**src/rtl/bclk_pkg.sv**
```systemverilog
package bclk_pkg;

  // Strobes from control to datapath, one per bank
  typedef struct packed {
    logic gateOn;    // applied bank enable
    logic fullRate;  // applied rate: 1 = full, 0 = half
  } bankCtl_t;

  // Safe-window indications from datapath back to control
  typedef struct packed {
    logic srcLow;    // this bank's selected level is low this cycle
    logic bothLow;   // sampled source and divider level both low
  } bankView_t;

endpackage

```
**src/rtl/bclk_ctrl.sv**
```systemverilog
module bclk_ctrl
  import bclk_pkg::*;
#(
  parameter int NUM_BANKS   = 2,
  parameter int SYNC_STAGES = 2
) (
  input  logic                       clk,
  input  logic                       rstN,
  input  logic [NUM_BANKS-1:0]       bankEnIn,
  input  logic [NUM_BANKS-1:0]       fullSelIn,
  input  bankView_t [NUM_BANKS-1:0]  view,
  output bankCtl_t  [NUM_BANKS-1:0]  ctl
);

  localparam int LAST = SYNC_STAGES - 1;

  for (genvar b = 0; b < NUM_BANKS; b++) begin : g_bank
    logic [SYNC_STAGES-1:0] enChain;
    logic [SYNC_STAGES-1:0] fullChain;
    logic                   enState;
    logic                   fullState;

    always_ff @(posedge clk or negedge rstN) begin
      if (!rstN) begin
        enChain   <= '0;
        fullChain <= '1;
        enState   <= 1'b0;
        fullState <= 1'b1;
      end else begin
        enChain   <= {enChain[SYNC_STAGES-2:0], bankEnIn[b]};
        fullChain <= {fullChain[SYNC_STAGES-2:0], fullSelIn[b]};
        // enable changes only while the bank level is low
        if (view[b].srcLow)
          enState <= enChain[LAST];
        // rate changes only while both candidate levels are low
        if (view[b].bothLow)
          fullState <= fullChain[LAST];
      end
    end

    assign ctl[b] = '{gateOn: enState, fullRate: fullState};
  end

endmodule

```
**src/rtl/bclk_datapath.sv**
```systemverilog
module bclk_datapath
  import bclk_pkg::*;
#(
  parameter int NUM_BANKS     = 2,
  parameter int OUTS_PER_BANK = 4
) (
  input  logic                                   clk,
  input  logic                                   rstN,
  input  logic                                   srcA,
  input  logic                                   srcB,
  input  logic                                   srcSel,
  input  bankCtl_t  [NUM_BANKS-1:0]              ctl,
  output bankView_t [NUM_BANKS-1:0]              view,
  output logic [NUM_BANKS*OUTS_PER_BANK-1:0]     padData,
  output logic [NUM_BANKS*OUTS_PER_BANK-1:0]     padDrive
);

  logic smpNow;
  logic smpPrev;
  logic riseSeen;
  logic driveOn;

  // Samplers reset high so a level already high at release is not a rise
  always_ff @(posedge clk or negedge rstN) begin
    if (!rstN) begin
      smpNow  <= 1'b1;
      smpPrev <= 1'b1;
      driveOn <= 1'b0;
    end else begin
      smpNow  <= srcSel ? srcB : srcA;
      smpPrev <= smpNow;
      driveOn <= 1'b1;
    end
  end

  assign riseSeen = smpNow & ~smpPrev;

  for (genvar b = 0; b < NUM_BANKS; b++) begin : g_bank
    logic halfQ;
    logic halfNext;
    logic srcLvl;
    logic lvlQ;

    assign halfNext = halfQ ^ riseSeen;
    assign srcLvl   = ctl[b].fullRate ? smpNow : halfNext;

    always_ff @(posedge clk or negedge rstN) begin
      if (!rstN) begin
        halfQ <= 1'b0;
        lvlQ  <= 1'b0;
      end else begin
        halfQ <= halfNext;
        lvlQ  <= ctl[b].gateOn & srcLvl;
      end
    end

    assign view[b] = '{srcLow: ~srcLvl, bothLow: ~smpNow & ~halfNext};

    for (genvar o = 0; o < OUTS_PER_BANK; o++) begin : g_pad
      assign padData[b*OUTS_PER_BANK + o]  = lvlQ;
      assign padDrive[b*OUTS_PER_BANK + o] = driveOn;
    end
  end

endmodule

```
**src/rtl/banked_clk_fanout.sv**
```systemverilog
module banked_clk_fanout
  import bclk_pkg::*;
#(
  parameter int NUM_BANKS     = 2,
  parameter int OUTS_PER_BANK = 4,
  parameter int SYNC_STAGES   = 2
) (
  input  logic                                sysClk,
  input  logic                                mrOeN,
  input  logic                                srcA,
  input  logic                                srcB,
  input  logic                                srcSel,
  input  logic [NUM_BANKS-1:0]                divSel,
  input  logic [NUM_BANKS-1:0]                bankEn,
  output logic [NUM_BANKS*OUTS_PER_BANK-1:0]  clkOut,
  output logic [NUM_BANKS*OUTS_PER_BANK-1:0]  clkOutDrive
);

  bankCtl_t  [NUM_BANKS-1:0] ctl;
  bankView_t [NUM_BANKS-1:0] view;

  bclk_ctrl #(
    .NUM_BANKS   (NUM_BANKS),
    .SYNC_STAGES (SYNC_STAGES)
  ) u_ctrl (
    .clk       (sysClk),
    .rstN      (mrOeN),
    .bankEnIn  (bankEn),
    .fullSelIn (divSel),
    .view      (view),
    .ctl       (ctl)
  );

  bclk_datapath #(
    .NUM_BANKS     (NUM_BANKS),
    .OUTS_PER_BANK (OUTS_PER_BANK)
  ) u_dp (
    .clk      (sysClk),
    .rstN     (mrOeN),
    .srcA     (srcA),
    .srcB     (srcB),
    .srcSel   (srcSel),
    .ctl      (ctl),
    .view     (view),
    .padData  (clkOut),
    .padDrive (clkOutDrive)
  );

endmodule

```
**config.mk**
```make
export PLATFORM = sky130hd
export DESIGN_NAME = banked_clk_fanout
export DESIGN_NICKNAME = d
export VERILOG_FILES = /design/src/rtl/bclk_pkg.sv /design/src/rtl/bclk_ctrl.sv /design/src/rtl/bclk_datapath.sv /design/src/rtl/banked_clk_fanout.sv
export SDC_FILE = /design/constraint.sdc
export NUM_CORES = 1
export LEC_CHECK = 0
export BUFFER_PORTS_ARGS = -buffer_cell sky130_fd_sc_hd__buf_2
export CAP_MARGIN = 20
export CELL_PAD_IN_SITES_DETAIL_PLACEMENT = 0
export CELL_PAD_IN_SITES_GLOBAL_PLACEMENT = 1
export CORE_ASPECT_RATIO = 0.7
export CORE_UTILIZATION = 42
export DETAILED_ROUTE_END_ITERATION = 8
export GPL_TIMING_DRIVEN = 0
export PLACE_DENSITY_LB_ADDON = 0.1
export SETUP_SLACK_MARGIN = 0.2
export SLEW_MARGIN = 20
export SYNTH_ARGS = -nofsm -noshare
export SYNTH_HDL_FRONTEND = slang
export SYNTH_SLANG_ARGS = --single-unit
```
**constraint.sdc**
```tcl
create_clock -name sysClk -period 2.8 [get_ports sysClk]
set_input_delay 0.42 -clock sysClk [delete_from_list [all_inputs] [get_ports sysClk]]
set_output_delay 0.42 -clock sysClk [all_outputs]
set_load 0.02 [all_outputs]
```
# [Word-level counts from Yosys, hierarchy flattened]
# Cells that the tools add are included.
[word_totals] reg_bits=19 word_cells=29
[op_classes] mux=3 bitwise=11
[ops] cell="bitwise AND 1 bit" count=5
[ops] cell="NOT 1 bit" count=4
[ops] cell="two-way mux 1 bit" count=3
[ops] cell="XOR 1 bit" count=2

# [Logic depth before layout (Yosys ltp)]
# Gate-level depths: netlist of run 1.
[logic_depth] ltp_word=5 mapped_depth=4

# [Cells and area by module]
# From an unflattened synthesis of run 1, not the netlist that was laid out.
[unflattened] cells_unflattened=60 area_unflattened_um2=802.0
[modules_own_cells] mod="bclk_datapath" n_inst=1 cells_each=40 area_per_inst_um2=404.1
[modules_own_cells] mod="bclk_ctrl" n_inst=1 cells_each=20 area_per_inst_um2=397.9

# [Worst setup path before layout of run 1]
# No wires, ideal clock.
[synth_timing] kind="register -> register" start="register u_dp.smpNow" end="register u_ctrl.g_bank[1].enState" setup_ns=0.120 arrival_ns=1.067 t_required_ns=2.680 setup_slack_ns=1.612 path_stages_with_launch=5 n_path_buf=1 cell_sequence="dfstp_2 -> buf_4 -> mux2i_1 -> a21oi_1 -> o211a_1"
[synth_between] elab_chain_len=3
[synth_lines] element="from (decl)" line_no="bclk_datapath.sv:18" text="logic smpNow;"
[synth_lines] element="from (signal assigned)" line_no="bclk_datapath.sv:30" text="smpNow <= srcSel ? srcB : srcA;"
[synth_lines] element="bitwise AND 1 bit" line_no="bclk_datapath.sv:36" text="assign riseSeen = smpNow & ~smpPrev;"
[synth_lines] element="XOR 1 bit" line_no="bclk_datapath.sv:44" text="assign halfNext = halfQ ^ riseSeen;"
[synth_lines] element="two-way mux 1 bit (*)" line_no="bclk_datapath.sv:45" text="assign srcLvl = ctl[b].fullRate ? smpNow : halfNext;"
[synth_lines] element="to (signal assigned)" line_no="bclk_ctrl.sv:34" text="enState <= enChain[LAST];"
[synth_lines] element="to (decl)" line_no="bclk_ctrl.sv:20" text="logic enState;"
# Mark *: on every way between the ends. The rest lies on a longest branch, timed or not.
# A chain may end at the register's enable or synchronous reset.

# [Final worst setup path of run 1]
[layout_timing] start="register u_dp.driveOn" end="output clkOutDrive[2]"
[layout_rtl] element="from (decl)" line_no="bclk_datapath.sv:21" text="logic driveOn;"
[layout_rtl] element="from (signal assigned)" line_no="bclk_datapath.sv:28" text="driveOn <= 1'b0;"
[layout_rtl] element="from (signal assigned)" line_no="bclk_datapath.sv:32" text="driveOn <= 1'b1;"
[layout_rtl] element="to (decl)" line_no="banked_clk_fanout.sv:16" text="output logic [NUM_BANKS*OUTS_PER_BANK-1:0] clkOutDrive"
# No word-level cell between the ends.

==> impl_results.html, run 1 <==
<table>
<tr><th>Metric</th><th>Value</th></tr>
<tr><th colspan="2">Status</th></tr>
<tr><td>Result of the run</td><td>complete, but fails checks</td></tr>
<tr><td>Violated checks</td><td>DRC</td></tr>
<tr><th colspan="2">Floorplan</th></tr>
<tr><td>Placement row count</td><td>13</td></tr>
<tr><td>Die footprint</td><td>2380 um^2</td></tr>
<tr><td>Overall die width</td><td>a little under 60 um</td></tr>
<tr><td>Area of the core</td><td>1950 um^2</td></tr>
<tr><td>Boundary pin count</td><td>25</td></tr>
<tr><td>Starting utilization of the core area</td><td>47.1%</td></tr>
<tr><td>Vertical die dimension</td><td>a little over 40 um</td></tr>
<tr><th colspan="2">CTS</th></tr>
<tr><td>Buffers from clock root to sink, at most</td><td>2</td></tr>
<tr><td>Sinks on Clock Net</td><td>19</td></tr>
<tr><td>Count of buffers added by post-CTS timing repair for setup</td><td>0</td></tr>
<tr><td>Level count of the clock H-tree</td><td>1</td></tr>
<tr><td>TritonCTS clock tree</td><td>done</td></tr>
<tr><td>Number of resized instances in the post-cts repair step</td><td>0</td></tr>
<tr><td>Inserted Clock Buffers</td><td>3</td></tr>
<tr><td>Number of buffers inserted for hold repair after clock tree synthesis</td><td>0</td></tr>
<tr><td>Clk_lat worst skew</td><td>around 0.31 ns</td></tr>
<tr><td>Clock Pin Slew Worst Setup and Hold Paths</td><td>0.12 ns</td></tr>
<tr><td>Root Driver</td><td>clkbuf_4</td></tr>
<tr><th colspan="2">Critical path</th></tr>
<tr><td>WP data required</td><td>roughly 2.4 ns</td></tr>
<tr><td>Startpoint type of the worst setup path</td><td>flop</td></tr>
<tr><td>Cell breakdown of the critical path</td><td>buf_4 -&gt; buf_2</td></tr>
<tr><td>Longest individual stage delay on the worst path</td><td>0.47 ns</td></tr>
<tr><td>Highest net fanout along the worst path</td><td>8</td></tr>
<tr><td>Data arrival time of the critical path</td><td>1.08 ns</td></tr>
<tr><td>Largest delay contributor family on the critical path</td><td>flip-flops</td></tr>
<tr><td>Critical Setup Path Class</td><td>reg -&gt; out</td></tr>
<tr><td>Sum of buffers and inverters on the critical path</td><td>2</td></tr>
<tr><td>Worst path slowest cell</td><td>dfrtp_1</td></tr>
<tr><td>CP Capture Type</td><td>output port</td></tr>
<tr><th colspan="2">Finish</th></tr>
<tr><td>Share of layout cells above drive strength 1</td><td>a little over half</td></tr>
<tr><td>Finished layout cell area</td><td>1100 um^2</td></tr>
<tr><td>Utilization of the core after routing</td><td>56.2%</td></tr>
<tr><td>Filler cell count</td><td>189</td></tr>
<tr><td>Area grow syn2layout</td><td>19.3%</td></tr>
<tr><td>Total Nets Final</td><td>about 120</td></tr>
<tr><td>Antenna diode count</td><td>0</td></tr>
<tr><td>Most frequent standard cell in the layout excluding fill and tap cells</td><td>buf_2</td></tr>
<tr><td>Highest-count cells in the layout ignoring fill and taps</td><td>buf_2 (26), buf_4 (17), dfrtp_1 (11), nor2_1 (9), dfstp_2 (8)</td></tr>
<tr><th colspan="2">Synth</th></tr>
<tr><td>Synthesized netlist cell count</td><td>80</td></tr>
<tr><td>Distinct cell type count of the synthesized netlist</td><td>29</td></tr>
<tr><td>Synth top area cells</td><td>dfrtp_1 (30%), dfstp_2 (23%), buf_4 (14%)</td></tr>
<tr><td>Cell type with the largest total area after synthesis</td><td>dfrtp_1</td></tr>
<tr><td>Mean post-synth cell area</td><td>11.5 um^2</td></tr>
<tr><td>Sequential element share of the synthesized area</td><td>52.8%</td></tr>
<tr><td>Synth Net Count</td><td>89</td></tr>
<tr><td>Total standard cell area after synthesis</td><td>920 um^2</td></tr>
<tr><td>#FFs+latches synth</td><td>19</td></tr>
<tr><td>Number of warning messages in the yosys log</td><td>0</td></tr>
<tr><td>Fraction of synthesized cell area taken by the top area cell type</td><td>29.9%</td></tr>
<tr><th colspan="2">Global route</th></tr>
<tr><td>Antenna violations before repair</td><td>0</td></tr>
<tr><td>Global-route wire length before repair</td><td>2190 um</td></tr>
<tr><td>Global-route usage over all layers</td><td>roughly 14%</td></tr>
<tr><td>Largest net degree at the start of global routing</td><td>20</td></tr>
<tr><td>Global route overflow</td><td>0</td></tr>
<tr><td>Number of global-route vias before repair</td><td>490</td></tr>
<tr><th colspan="2">Place</th></tr>
<tr><td>Port Buffers</td><td>24</td></tr>
<tr><td>Hpwl dp</td><td>roughly 1100 um</td></tr>
<tr><td>Placed Area</td><td>1070 um^2</td></tr>
<tr><td>Routability congestion estimate</td><td>0.808</td></tr>
<tr><th colspan="2">Routing</th></tr>
<tr><td>Average routed wire per standard cell</td><td>11.1 um</td></tr>
<tr><td>Routed WL</td><td>1440 um</td></tr>
<tr><td>Post-DR vias/cell</td><td>4.81</td></tr>
<tr><td>Total length of routed met3 wires</td><td>between 90 and 100 um</td></tr>
<tr><td>Number of violations reported at the end of detailed-routing iteration 0</td><td>10</td></tr>
<tr><td>Highest Signal Layer</td><td>met4</td></tr>
<tr><td>Met2 Routed Length</td><td>629 um</td></tr>
<tr><td>First-pass iteration count of the detailed router</td><td>6</td></tr>
<tr><td>Number of routed nets with antenna violations</td><td>0</td></tr>
<tr><td>DRC violations left</td><td>2</td></tr>
<tr><td>Vias after detailed routing</td><td>625</td></tr>
<tr><td>Met1 layer wirelength in the final routing</td><td>between 600 and 700 um</td></tr>
<tr><th colspan="2">Pwr</th></tr>
<tr><td>Leak</td><td>0.542 nW</td></tr>
<tr><td>Peak supply drop</td><td>between 0.0004 and 0.0005 V</td></tr>
<tr><td>Total power consumption of the routed design</td><td>1.01 mW</td></tr>
<tr><td>Total power per unit cell area</td><td>between 900 and 1000 nW/um^2</td></tr>
<tr><th colspan="2">Timing</th></tr>
<tr><td>Max Clk Rate</td><td>0.669 GHz</td></tr>
<tr><td>Setup repair after global routing missed its margin</td><td>no</td></tr>
<tr><td>Tcrit/Tclk final</td><td>53.4%</td></tr>
<tr><td>Finish-stage setup viols</td><td>0</td></tr>
<tr><td>Final period demand of the worst path</td><td>roughly 1.5 ns</td></tr>
<tr><td>Final count of pins violating max slew</td><td>0</td></tr>
<tr><td>Clock Skew</td><td>0.0101 ns</td></tr>
<tr><td>Hold Fails Final Rpt</td><td>0</td></tr>
<tr><td>Post-route setup TNS</td><td>0 ns</td></tr>
<tr><th colspan="2">Min path</th></tr>
<tr><td>Path category of the worst min-delay check</td><td>in -&gt; async</td></tr>
<tr><th colspan="2">Job</th></tr>
<tr><td>Number of max-cap violations</td><td>0</td></tr>
</table>
-- routing by layer --
| metal | up-vias | GRT usage [%] |
|---|---|---|
| met5 | - | 0 |
| met3 | 4 | 6.62 |
| met2 | 23 | 22.1 |
| met1 | 288 | 15.8 |
| li1 | 310 | - |
| met4 | 0 | 7.14 |
-- flip-flops by register name, summed over array words and instances, names as in the netlist --
register,flops
u_ctrl.g_bank.fullChain,4
u_dp.smpNow,1
u_dp.smpPrev,1
u_ctrl.g_bank.enChain,4
u_ctrl.g_bank.fullState,2
u_dp.driveOn,1
u_ctrl.g_bank.enState,2
u_dp.g_bank.halfQ,2
u_dp.g_bank.lvlQ,2
-- worst paths after layout --
path                                             start                             to  slack [ns]  cells past startpoint
max in group asynchronous                        mrOeN  u_ctrl.g_bank[1].fullChain[0]        2.45                      1
setup reg to reg                           u_dp.smpNow       u_ctrl.g_bank[1].enState        1.50                      4
hold reg to reg            u_ctrl.g_bank[1].enChain[0]    u_ctrl.g_bank[1].enChain[1]        0.36                      0
hold / removal                                   mrOeN           u_dp.g_bank[0].halfQ        0.01                      1
setup / recovery                          u_dp.driveOn                 clkOutDrive[2]        1.30                      2
min in group sysClk                          divSel[1]  u_ctrl.g_bank[1].fullChain[0]        0.21                      1
-- per-stage QoR --
| step | hold WS, ns | setup WS (ns) | std cells |
|---|---|---|---|
| detailed placement | 0.337 | 1.52 | 126 |
| finish | 0.0142 | 1.30 | 130 |
| global route | 0.0295 | 1.22 | 130 |
| CTS | 0.0247 | 1.28 | 130 |
| floorplan | 0.124 | 1.61 | 80 |
| global placement | 0.332 | 1.52 | 126 |
-- Yosys cell counts --
cell	number
and3b_1	1
and2_1	1
nor3_1	1
and2b_1	1
xnor2_1	2
a21boi_0	2
o211a_1	1
a22o_1	1
nor2_1	9
nand2b_1	1
dfstp_2	8
buf_6	1
o21ai_0	4
nor3b_1	1
mux2_1	2
conb_1	1
or4b_1	1
a21oi_1	2
buf_2	2
xor2_1	1
buf_4	17
a21oi_2	1
or3_1	1
mux2i_1	2
dfrtp_1	11
o31ai_1	1
nor4b_1	2
mux2_2	1
o211ai_2	1
-- layout make-up --
class                   instances  area, um^2  area share [%]
repair buffers                 24         120            10.9
flip-flops and latches         19         485            44.2
clock inverters                 1        7.51           0.684
clock buffers                   3        22.5            2.05
plain buffers                  20         149            13.6
well taps                      22        27.5            2.51
multi-input cells              41         285            26.0
-- power by group --
group / switching (mW) / internal, mW
combinational: 0.211 / 0.227
sequential: 0.0683 / 0.356
clock: 0.0909 / 0.0545
total: 0.370 / 0.637
-- cell families (layout without fill, tap and decap cells) --
group | count (synthesis) | after routing | share of synthesized area [%]
buffers and inverters | 20 | 48 | 16.2
DFF | 19 | 19 | 52.8
and+or+nand+nor | 19 | 19 | 11.8
AOI/OAI and AO/OA | 13 | 13 | 10.1
muxes | 5 | 5 | 5.85
xor gates and xnor gates | 3 | 3 | 2.86
other | 1 | 1 | 0.408
-- worst register-to-register path: stages (launching register included) --
cell and delay (ns):
dfstp_2 0.60, buf_4 0.19, mux2i_1 0.19, a21oi_1 0.09
o211a_1 0.14
No activity file was read; power rests on OpenSTA's default activity.
==> run 2: changes to the inputs <==
--- a/config.mk
+++ b/config.mk
@@ -5,12 +5,13 @@
 export SDC_FILE = /design/constraint.sdc
 export NUM_CORES = 1
 export LEC_CHECK = 0
+export ABC_AREA = 1
 export BUFFER_PORTS_ARGS = -buffer_cell sky130_fd_sc_hd__buf_2
 export CAP_MARGIN = 20
 export CELL_PAD_IN_SITES_DETAIL_PLACEMENT = 0
 export CELL_PAD_IN_SITES_GLOBAL_PLACEMENT = 1
 export CORE_ASPECT_RATIO = 0.7
-export CORE_UTILIZATION = 42
+export CORE_UTILIZATION = 34
 export DETAILED_ROUTE_END_ITERATION = 8
 export GPL_TIMING_DRIVEN = 0
 export PLACE_DENSITY_LB_ADDON = 0.1
==> constraint.sdc (replaced) <==
create_clock -name sysClk -period 1.35 [get_ports sysClk]
set_input_delay 0.2025 -clock sysClk [delete_from_list [all_inputs] [get_ports sysClk]]
set_output_delay 0.2025 -clock sysClk [all_outputs]
set_load 0.02 [all_outputs]
==> run 2 against run 1 <==
Effect of this change: the flow now finishes without violations; worst hold slack gained 0.11 ns; clock power up 100%; critical path depth unchanged; routed wire length shrank 1.6%; clock-buffer cell count stayed put; synthesized area decreased by 8.3%; final cell count is 10% higher; total power grew 110%; setup slack lost 1.2 ns; clock skew fell by 0.0083 ns; non-clock buffer count up 3; via count down 9.9%; critical endpoint unchanged.
==> impl_results.html, run 2 <==
<table>
<tr><th>Metric</th><th>Value</th></tr>
<tr><th colspan="2">Status</th></tr>
<tr><td>Result of the run</td><td>completed</td></tr>
<tr><th colspan="2">Synth</th></tr>
<tr><td>Synth Net Count</td><td>86</td></tr>
<tr><td>Synth top area cells</td><td>dfrtp_1 (33%), dfstp_2 (25%), buf_4 (14%)</td></tr>
<tr><td>Total standard cell area after synthesis</td><td>roughly 840 um^2</td></tr>
<tr><td>Library cell with the highest instance count after synthesis</td><td>buf_4</td></tr>
<tr><td>Number of synthesized flops with an enable pin</td><td>0</td></tr>
<tr><td>Sequential element share of the synthesized area</td><td>between 50% and 60%</td></tr>
<tr><td>Share of flip-flops with an asynchronous set or reset after synthesis</td><td>100%</td></tr>
<tr><td>Cell type with the largest total area after synthesis</td><td>dfrtp_1</td></tr>
<tr><td>Fraction of synthesized cell area taken by the top area cell type</td><td>32.6%</td></tr>
<tr><td>Most common flop cell mapped by yosys</td><td>dfrtp_1</td></tr>
<tr><td>Mean post-synth cell area</td><td>11.0 um^2</td></tr>
<tr><td>Most used standard cells in the synthesized netlist</td><td>buf_4 (16), nand2_1 (12), dfrtp_1 (11)</td></tr>
<tr><td>Synthesized netlist cell count</td><td>77</td></tr>
<tr><td>Number of warning messages in the yosys log</td><td>0</td></tr>
<tr><td>#FFs+latches synth</td><td>19</td></tr>
<tr><td>Distinct cell type count of the synthesized netlist</td><td>15</td></tr>
<tr><th colspan="2">Finish</th></tr>
<tr><td>Antenna diode count</td><td>0</td></tr>
<tr><td>Most frequent standard cell in the layout excluding fill and tap cells</td><td>buf_6</td></tr>
<tr><td>Share of layout cells above drive strength 1</td><td>66.7%</td></tr>
<tr><td>Highest-count cells in the layout ignoring fill and taps</td><td>buf_6 (27), nand2_1 (10), nand3_2 (9)</td></tr>
<tr><td>Total Nets Final</td><td>121</td></tr>
<tr><td>Filler cell count</td><td>199</td></tr>
<tr><td>Area grow syn2layout</td><td>50.7%</td></tr>
<tr><td>Largest registers</td><td>u_ctrl.g_bank.enChain x4, u_ctrl.g_bank.fullChain x4</td></tr>
<tr><td>Utilization of the core after routing</td><td>56.7%</td></tr>
<tr><th colspan="2">Critical path</th></tr>
<tr><td>Data arrival time of the critical path</td><td>1.05 ns</td></tr>
<tr><td>FF-to-FF path depth</td><td>6</td></tr>
<tr><td>WP data required</td><td>approximately 1.2 ns</td></tr>
<tr><td>CP Capture Type</td><td>output port</td></tr>
<tr><td>Highest net fanout along the worst path</td><td>8</td></tr>
<tr><td>Startpoint type of the worst setup path</td><td>flop</td></tr>
<tr><td>Critical Setup Path Class</td><td>reg -&gt; out</td></tr>
<tr><th colspan="2">Place</th></tr>
<tr><td>Hpwl dp</td><td>around 900 um</td></tr>
<tr><td>Post-Place Worst Slack</td><td>0.234 ns</td></tr>
<tr><td>Routability congestion estimate</td><td>0.757</td></tr>
<tr><td>Port Buffers</td><td>24</td></tr>
<tr><th colspan="2">CTS</th></tr>
<tr><td>Root Driver</td><td>clkbuf_4</td></tr>
<tr><td>TritonCTS clock tree</td><td>done</td></tr>
<tr><td>Clock Pin Slew Worst Setup and Hold Paths</td><td>roughly 0.11 ns</td></tr>
<tr><td>Level count of the clock H-tree</td><td>1</td></tr>
<tr><td>Sinks on Clock Net</td><td>19</td></tr>
<tr><td>Clk_lat worst skew</td><td>0.30 ns</td></tr>
<tr><td>Buffers from clock root to sink, at most</td><td>2</td></tr>
<tr><td>Inserted Clock Buffers</td><td>3</td></tr>
<tr><th colspan="2">Global route</th></tr>
<tr><td>Global-route usage over all layers</td><td>12.1%</td></tr>
<tr><td>Number of global-route vias before repair</td><td>533</td></tr>
<tr><td>Largest net degree at the start of global routing</td><td>20</td></tr>
<tr><td>Global route overflow</td><td>0</td></tr>
<tr><td>Global-route wire length before repair</td><td>2250 um</td></tr>
<tr><td>Antenna violations before repair</td><td>0</td></tr>
<tr><th colspan="2">Timing</th></tr>
<tr><td>Finish-stage setup viols</td><td>0</td></tr>
<tr><td>Max Clk Rate</td><td>0.798 GHz</td></tr>
<tr><td>Final count of pins violating max slew</td><td>0</td></tr>
<tr><td>Min setup slack post-route</td><td>0.0965 ns</td></tr>
<tr><td>Post-route setup TNS</td><td>0 ns</td></tr>
<tr><td>Tcrit/Tclk final</td><td>roughly 93%</td></tr>
<tr><td>Hold WS</td><td>0.125 ns</td></tr>
<tr><td>Clock Skew</td><td>approximately 0.0018 ns</td></tr>
<tr><td>Final period demand of the worst path</td><td>1.25 ns</td></tr>
<tr><td>Hold Fails Final Rpt</td><td>0</td></tr>
<tr><td>Setup repair after global routing missed its margin</td><td>yes</td></tr>
<tr><th colspan="2">Min path</th></tr>
<tr><td>Path category of the worst min-delay check</td><td>in -&gt; reg</td></tr>
<tr><td>Number of cells on the worst hold path</td><td>2</td></tr>
<tr><th colspan="2">Pwr</th></tr>
<tr><td>Total power per unit cell area</td><td>1670 nW/um^2</td></tr>
<tr><td>Power share of the combinational group</td><td>47.1%</td></tr>
<tr><td>Total power consumption of the routed design</td><td>between 2 and 2.5 mW</td></tr>
<tr><td>Net Sw Power</td><td>0.732 mW</td></tr>
<tr><td>Proportion of total power due to net switching</td><td>between 30% and 40%</td></tr>
<tr><td>Portion of total power attributed to sequential cells</td><td>39.0%</td></tr>
<tr><td>Clock network fraction of design power</td><td>~14%</td></tr>
<tr><td>Peak supply drop</td><td>0.000720 V</td></tr>
<tr><td>Leak</td><td>roughly 0.62 nW</td></tr>
<tr><td>Total internal power</td><td>between 1 and 1.5 mW</td></tr>
<tr><th colspan="2">Routing</th></tr>
<tr><td>First-pass iteration count of the detailed router</td><td>2</td></tr>
<tr><td>Average routed wire per standard cell</td><td>9.92 um</td></tr>
<tr><td>Vias after detailed routing</td><td>563</td></tr>
<tr><td>DRC violations left</td><td>0</td></tr>
<tr><td>Number of routed nets with antenna violations</td><td>0</td></tr>
<tr><td>Routed WL</td><td>1420 um</td></tr>
<tr><td>Post-DR vias/cell</td><td>3.94</td></tr>
<tr><td>Number of violations reported at the end of detailed-routing iteration 0</td><td>18</td></tr>
<tr><th colspan="2">Floorplan</th></tr>
<tr><td>Area of the core</td><td>~2200 um^2</td></tr>
<tr><td>Boundary pin count</td><td>25</td></tr>
<tr><td>Placement row count</td><td>14</td></tr>
<tr><td>Overall die width</td><td>a little over 60 um</td></tr>
<tr><td>Starting utilization of the core area</td><td>between 30% and 40%</td></tr>
<tr><td>Vertical die dimension</td><td>roughly 44 um</td></tr>
<tr><td>Die footprint</td><td>2690 um^2</td></tr>
<tr><th colspan="2">Job</th></tr>
<tr><td>Number of max-cap violations</td><td>0</td></tr>
</table>
[run 2: per-layer routing]
| layer | GRT usage (%) | part of all wire, % | vias to the layer above |
|---|---|---|---|
| met2 | 17.6 | 47 | 20 |
| li1 | - | - | 289 |
| met1 | 15.6 | 47 | 252 |
| met3 | 6.27 | 5.0 | 2 |
| met5 | 0 | 0 | - |
| met4 | 4.00 | 0.99 | 0 |
[run 2: cell families after synthesis]
| family | after synthesis | share of synthesized area [%] |
|---|---|---|
| mux | 1 | 1.34 |
| other cells | 1 | 0.445 |
| simple gates | 29 | 19.7 |
| compound gates | 2 | 1.19 |
| buf+inv | 25 | 19.7 |
| flops | 19 | 57.6 |
[run 2: area by class of cell]
class / count / area (um^2) / area share [%]
plain buffers: 17 / 169 / 13.3
repair buffers: 30 / 278 / 21.9
inverters: 8 / 35.0 / 2.76
clock buffers: 3 / 22.5 / 1.77
clock inverters: 1 / 7.51 / 0.591
multi-input cells: 33 / 230 / 18.1
well taps: 32 / 40.0 / 3.15
flip-flops and latches: 19 / 489 / 38.5
[run 2: final timing paths]
kind / from / end / slack (ns)
min: srcA / u_dp.smpNow / 0.13
min in group asynchronous: mrOeN / u_ctrl.g_bank[0].enState / 0.36
max in group asynchronous: mrOeN / u_ctrl.g_bank[1].fullState / 0.67
max: u_dp.driveOn / clkOutDrive[2] / 0.1
max reg2reg: u_dp.smpNow / u_ctrl.g_bank[1].enState / 0.21
min reg2reg: u_ctrl.g_bank[1].fullChain[0] / u_ctrl.g_bank[1].fullChain[1] / 0.36
[run 2: worst max-delay path: stages, from the launching register on]
cell,delay (ns)
dfrtp_2,0.48
buf_4,0.15
buf_6,0.12
[run 2: per-stage QoR]
stage	cells	cell area, um^2
after floorplan	77	843
after global placement	133	1000
after detailed placement	133	1000
after CTS	142	1210
after global routing	143	1270
final	143	1270
[run 2: power groups by stage]
stage | Combinational (mW) | Sequential, mW | Clock (mW)
2_1_floorplan | 0.539 | 0.787 | 0
3_3_place_gp | 0.695 | 0.804 | 0
3_5_place_dp | 0.700 | 0.803 | 0
4_1_cts | 0.944 | 0.818 | 0.318
5_1_grt | 1.08 | 0.844 | 0.338
6_report | 0.999 | 0.828 | 0.295
[run 2: repair_timing]
action / in CTS / in global routing
cloned: 0 / 1
gates resized for setup: 39 / 16
hold buffers: 5 / 0
pin swaps: 0 / 3
buffers inserted: 0 / 0
endpoints found under the setup margin: 16 / 20
hold endpoints to repair: 15 / 0
==> run 3: changes to the inputs <==
--- a/config.mk
+++ b/config.mk
@@ -16,7 +16,7 @@
 export GPL_TIMING_DRIVEN = 0
 export PLACE_DENSITY_LB_ADDON = 0.1
 export SETUP_SLACK_MARGIN = 0.2
-export SLEW_MARGIN = 20
+export SLEW_MARGIN = 30
 export SYNTH_ARGS = -nofsm -noshare
 export SYNTH_HDL_FRONTEND = slang
 export SYNTH_SLANG_ARGS = --single-unit
==> constraint.sdc (replaced) <==
create_clock -name sysClk -period 1.35 [get_ports sysClk]
set_input_delay 0.0675 -clock sysClk [delete_from_list [all_inputs] [get_ports sysClk]]
set_output_delay 0.0675 -clock sysClk [all_outputs]
set_load 0.02 [all_outputs]
==> run 3 against run 2 <==
Effect of this change: global-route usage down 0.38 points; largest power group is now sequential cells; critical path depth grew 4; clock power about the same; critical endpoint is now u_ctrl.g_bank[0].enState; routed wire length decreased by 7.3%; final cell count is 2.1% higher; combinational power fell by 27%; setup slack improved by 0.13 ns; maximum frequency increased by 11%; worst hold slack improved by 0.091 ns.
==> impl_results.html, run 3 (same netlist as run 2, synthesis figures left out) <==
<table>
<tr><th>Metric</th><th>Value</th></tr>
<tr><th colspan="2">Routing</th></tr>
<tr><td>First-pass iteration count of the detailed router</td><td>2</td></tr>
<tr><td>Average routed wire per standard cell</td><td>9.00 um</td></tr>
<tr><td>Routed WL</td><td>1310 um</td></tr>
<tr><td>Number of violations reported at the end of detailed-routing iteration 0</td><td>5</td></tr>
<tr><td>DRC violations left</td><td>0</td></tr>
<tr><td>Post-DR vias/cell</td><td>3.88</td></tr>
<tr><td>Number of routed nets with antenna violations</td><td>0</td></tr>
<tr><td>Vias after detailed routing</td><td>roughly 570</td></tr>
<tr><th colspan="2">Timing</th></tr>
<tr><td>Hold WS</td><td>around 0.22 ns</td></tr>
<tr><td>Tcrit/Tclk final</td><td>83.4%</td></tr>
<tr><td>Min setup slack post-route</td><td>0.224 ns</td></tr>
<tr><td>Final period demand of the worst path</td><td>1.13 ns</td></tr>
<tr><td>Finish-stage setup viols</td><td>0</td></tr>
<tr><td>Hold Fails Final Rpt</td><td>0</td></tr>
<tr><td>Clock Skew</td><td>0.00128 ns</td></tr>
<tr><td>Max Clk Rate</td><td>0.888 GHz</td></tr>
<tr><td>Setup repair after global routing missed its margin</td><td>yes</td></tr>
<tr><td>Post-route setup TNS</td><td>0 ns</td></tr>
<tr><td>Final count of pins violating max slew</td><td>0</td></tr>
<tr><th colspan="2">Place</th></tr>
<tr><td>Placed Area</td><td>1000 um^2</td></tr>
<tr><td>Post-Place Worst Slack</td><td>0.234 ns</td></tr>
<tr><td>Port Buffers</td><td>24</td></tr>
<tr><td>Hpwl dp</td><td>about 900 um</td></tr>
<tr><td>Routability congestion estimate</td><td>~0.76</td></tr>
<tr><td>Number of placed instances with taps included</td><td>133</td></tr>
<tr><th colspan="2">Min path</th></tr>
<tr><td>Path category of the worst min-delay check</td><td>in -&gt; async</td></tr>
<tr><th colspan="2">Critical path</th></tr>
<tr><td>CP Capture Type</td><td>flop</td></tr>
<tr><td>Worst path slowest cell</td><td>dfstp_2</td></tr>
<tr><td>Sum of buffers and inverters on the critical path</td><td>1</td></tr>
<tr><td>Cell breakdown of the critical path</td><td>buf_6 -&gt; nand2_4 -&gt; nand2_1 -&gt; nand3_2 -&gt; nand3_1 -&gt; nand2_1</td></tr>
<tr><td>Highest net fanout along the worst path</td><td>5</td></tr>
<tr><td>Termination of the worst setup path</td><td>u_ctrl.g_bank[0].enState</td></tr>
<tr><td>Largest delay contributor family on the critical path</td><td>flip-flops</td></tr>
<tr><td>Total number of cells along the worst setup path</td><td>6</td></tr>
<tr><td>Data arrival time of the critical path</td><td>1.33 ns</td></tr>
<tr><td>WP data required</td><td>around 1.6 ns</td></tr>
<tr><td>Most common cell type on the critical path</td><td>nand2_1</td></tr>
<tr><td>Critical Setup Path Class</td><td>reg -&gt; reg</td></tr>
<tr><td>Longest individual stage delay on the worst path</td><td>0.58 ns</td></tr>
<tr><td>Terminus of the critical flop-to-flop path</td><td>u_ctrl.g_bank[0].enState</td></tr>
<tr><td>Beginning of the worst register-to-register path</td><td>u_dp.smpNow</td></tr>
<tr><td>FF-to-FF path depth</td><td>6</td></tr>
<tr><td>Startpoint type of the worst setup path</td><td>flop</td></tr>
<tr><td>Launching element of the worst setup path</td><td>u_dp.smpNow</td></tr>
<tr><td>Register-to-Register Setup Slack</td><td>0.22 ns</td></tr>
<tr><th colspan="2">Floorplan</th></tr>
<tr><td>Placement row count</td><td>14</td></tr>
<tr><td>Die footprint</td><td>about 2700 um^2</td></tr>
<tr><td>Area of the core</td><td>2240 um^2</td></tr>
<tr><td>Vertical die dimension</td><td>43.7 um</td></tr>
<tr><td>Boundary pin count</td><td>25</td></tr>
<tr><td>Overall die width</td><td>61.5 um</td></tr>
<tr><td>Starting utilization of the core area</td><td>approximately 38%</td></tr>
<tr><th colspan="2">CTS</th></tr>
<tr><td>Clock Pin Slew Worst Setup and Hold Paths</td><td>0.11 ns</td></tr>
<tr><td>Root Driver</td><td>clkbuf_4</td></tr>
<tr><td>TritonCTS clock tree</td><td>done</td></tr>
<tr><td>Level count of the clock H-tree</td><td>1</td></tr>
<tr><td>Clk_lat worst skew</td><td>0.30 ns</td></tr>
<tr><td>Sinks on Clock Net</td><td>19</td></tr>
<tr><td>Inserted Clock Buffers</td><td>3</td></tr>
<tr><td>Buffers from clock root to sink, at most</td><td>2</td></tr>
<tr><th colspan="2">Pwr</th></tr>
<tr><td>Leak</td><td>0.606 nW</td></tr>
<tr><td>Total power per unit cell area</td><td>1580 nW/um^2</td></tr>
<tr><td>Peak supply drop</td><td>0.000694 V</td></tr>
<tr><th colspan="2">Global route</th></tr>
<tr><td>Global-route wire length before repair</td><td>2160 um</td></tr>
<tr><td>Global-route usage over all layers</td><td>11.7%</td></tr>
<tr><td>Number of global-route vias before repair</td><td>521</td></tr>
<tr><td>Largest net degree at the start of global routing</td><td>20</td></tr>
<tr><td>Global route overflow</td><td>0</td></tr>
<tr><td>Antenna violations before repair</td><td>0</td></tr>
<tr><th colspan="2">Finish</th></tr>
<tr><td>Area grow syn2layout</td><td>36.3%</td></tr>
<tr><td>Finished layout cell area</td><td>~1100 um^2</td></tr>
<tr><td>Total Nets Final</td><td>124</td></tr>
<tr><td>Area taken by flip-flops and latches</td><td>487 um^2</td></tr>
<tr><td>Antenna diode count</td><td>0</td></tr>
<tr><td>Area occupied by multi-input gates</td><td>201 um^2</td></tr>
<tr><td>Highest-count cells in the layout ignoring fill and taps</td><td>buf_4 (24), buf_2 (17), nand2_1 (12), dfrtp_1 (10)</td></tr>
<tr><td>Filler cell count</td><td>212</td></tr>
<tr><td>Largest registers</td><td>u_ctrl.g_bank.enChain x4, u_ctrl.g_bank.fullChain x4</td></tr>
<tr><td>Share of layout cells above drive strength 1</td><td>roughly 59%</td></tr>
<tr><td>Most frequent standard cell in the layout excluding fill and tap cells</td><td>buf_4</td></tr>
<tr><td>Final Instance Count excl. Fillers</td><td>146</td></tr>
<tr><th colspan="2">Job</th></tr>
<tr><td>Number of max-cap violations</td><td>0</td></tr>
<tr><th colspan="2">Status</th></tr>
<tr><td>Result of the run</td><td>completed</td></tr>
</table>
==> run 3: changes by cell type in the layout (fill, tap and decap cells not counted), sizes merged <==
cell	delta
dlygate4sd3	+3
==> run 3: area by class of cell <==
| type | count | area share (%) |
|---|---|---|
| Clock buffer | 3 | 1.96 |
| Tap cell | 32 | 3.48 |
| Timing Repair Buffer | 33 | 19.6 |
| Clock inverter | 1 | 0.653 |
| Sequential cell | 19 | 42.3 |
| Buffer | 17 | 11.4 |
| Multi-Input combinational cell | 33 | 17.5 |
| Inverter | 8 | 3.05 |
==> run 3: power by group <==
group | leakage [nW] | switching [mW] | internal (mW)
logic | 0.376 | 0.378 | 0.350
registers | 0.215 | 0.0915 | 0.707
clock network | 0.0139 | 0.182 | 0.113
total | 0.606 | 0.652 | 1.17
==> run 3: repair_timing <==
action / CTS / global route
resized for setup: 1 / 10
setup buffers: 0 / 0
cloned: 0 / 1
setup endpoints to repair: 8 / 12
hold endpoints to repair: 16 / 0
hold buffers: 8 / 0
==> run 3: metrics by stage <==
stage                     util (%)  power [mW]
final                         51.3        1.82
after global routing          51.3        1.97
after CTS                     49.7        1.83
after detailed placement      44.8        1.50
after global placement        44.8        1.50
after floorplan                  -        1.33
==> run 3: worst min path at each step <==
stage                             endpoint  slack (ns)  cells past startpoint   from
3_3_place_gp           u_dp.g_bank[0].lvlQ        0.03                      1  mrOeN
5_1_grt        u_ctrl.g_bank[0].enChain[1]        0.27                      2  mrOeN
4_1_cts                u_dp.g_bank[0].lvlQ        0.22                      2  mrOeN
6_report               u_dp.g_bank[0].lvlQ        0.22                      2  mrOeN
2_1_floorplan  u_ctrl.g_bank[0].enChain[0]       -0.23                      0  mrOeN
3_5_place_dp           u_dp.g_bank[0].lvlQ        0.03                      1  mrOeN
==> run 3: layer usage <==
metal  vias up  routed length, um  track usage, %
met5         -                  0               0
met2        20                577            16.3
li1        297                  -               -
met4         0                 14            4.00
met1       248                636            15.5
met3         2                 85            6.27
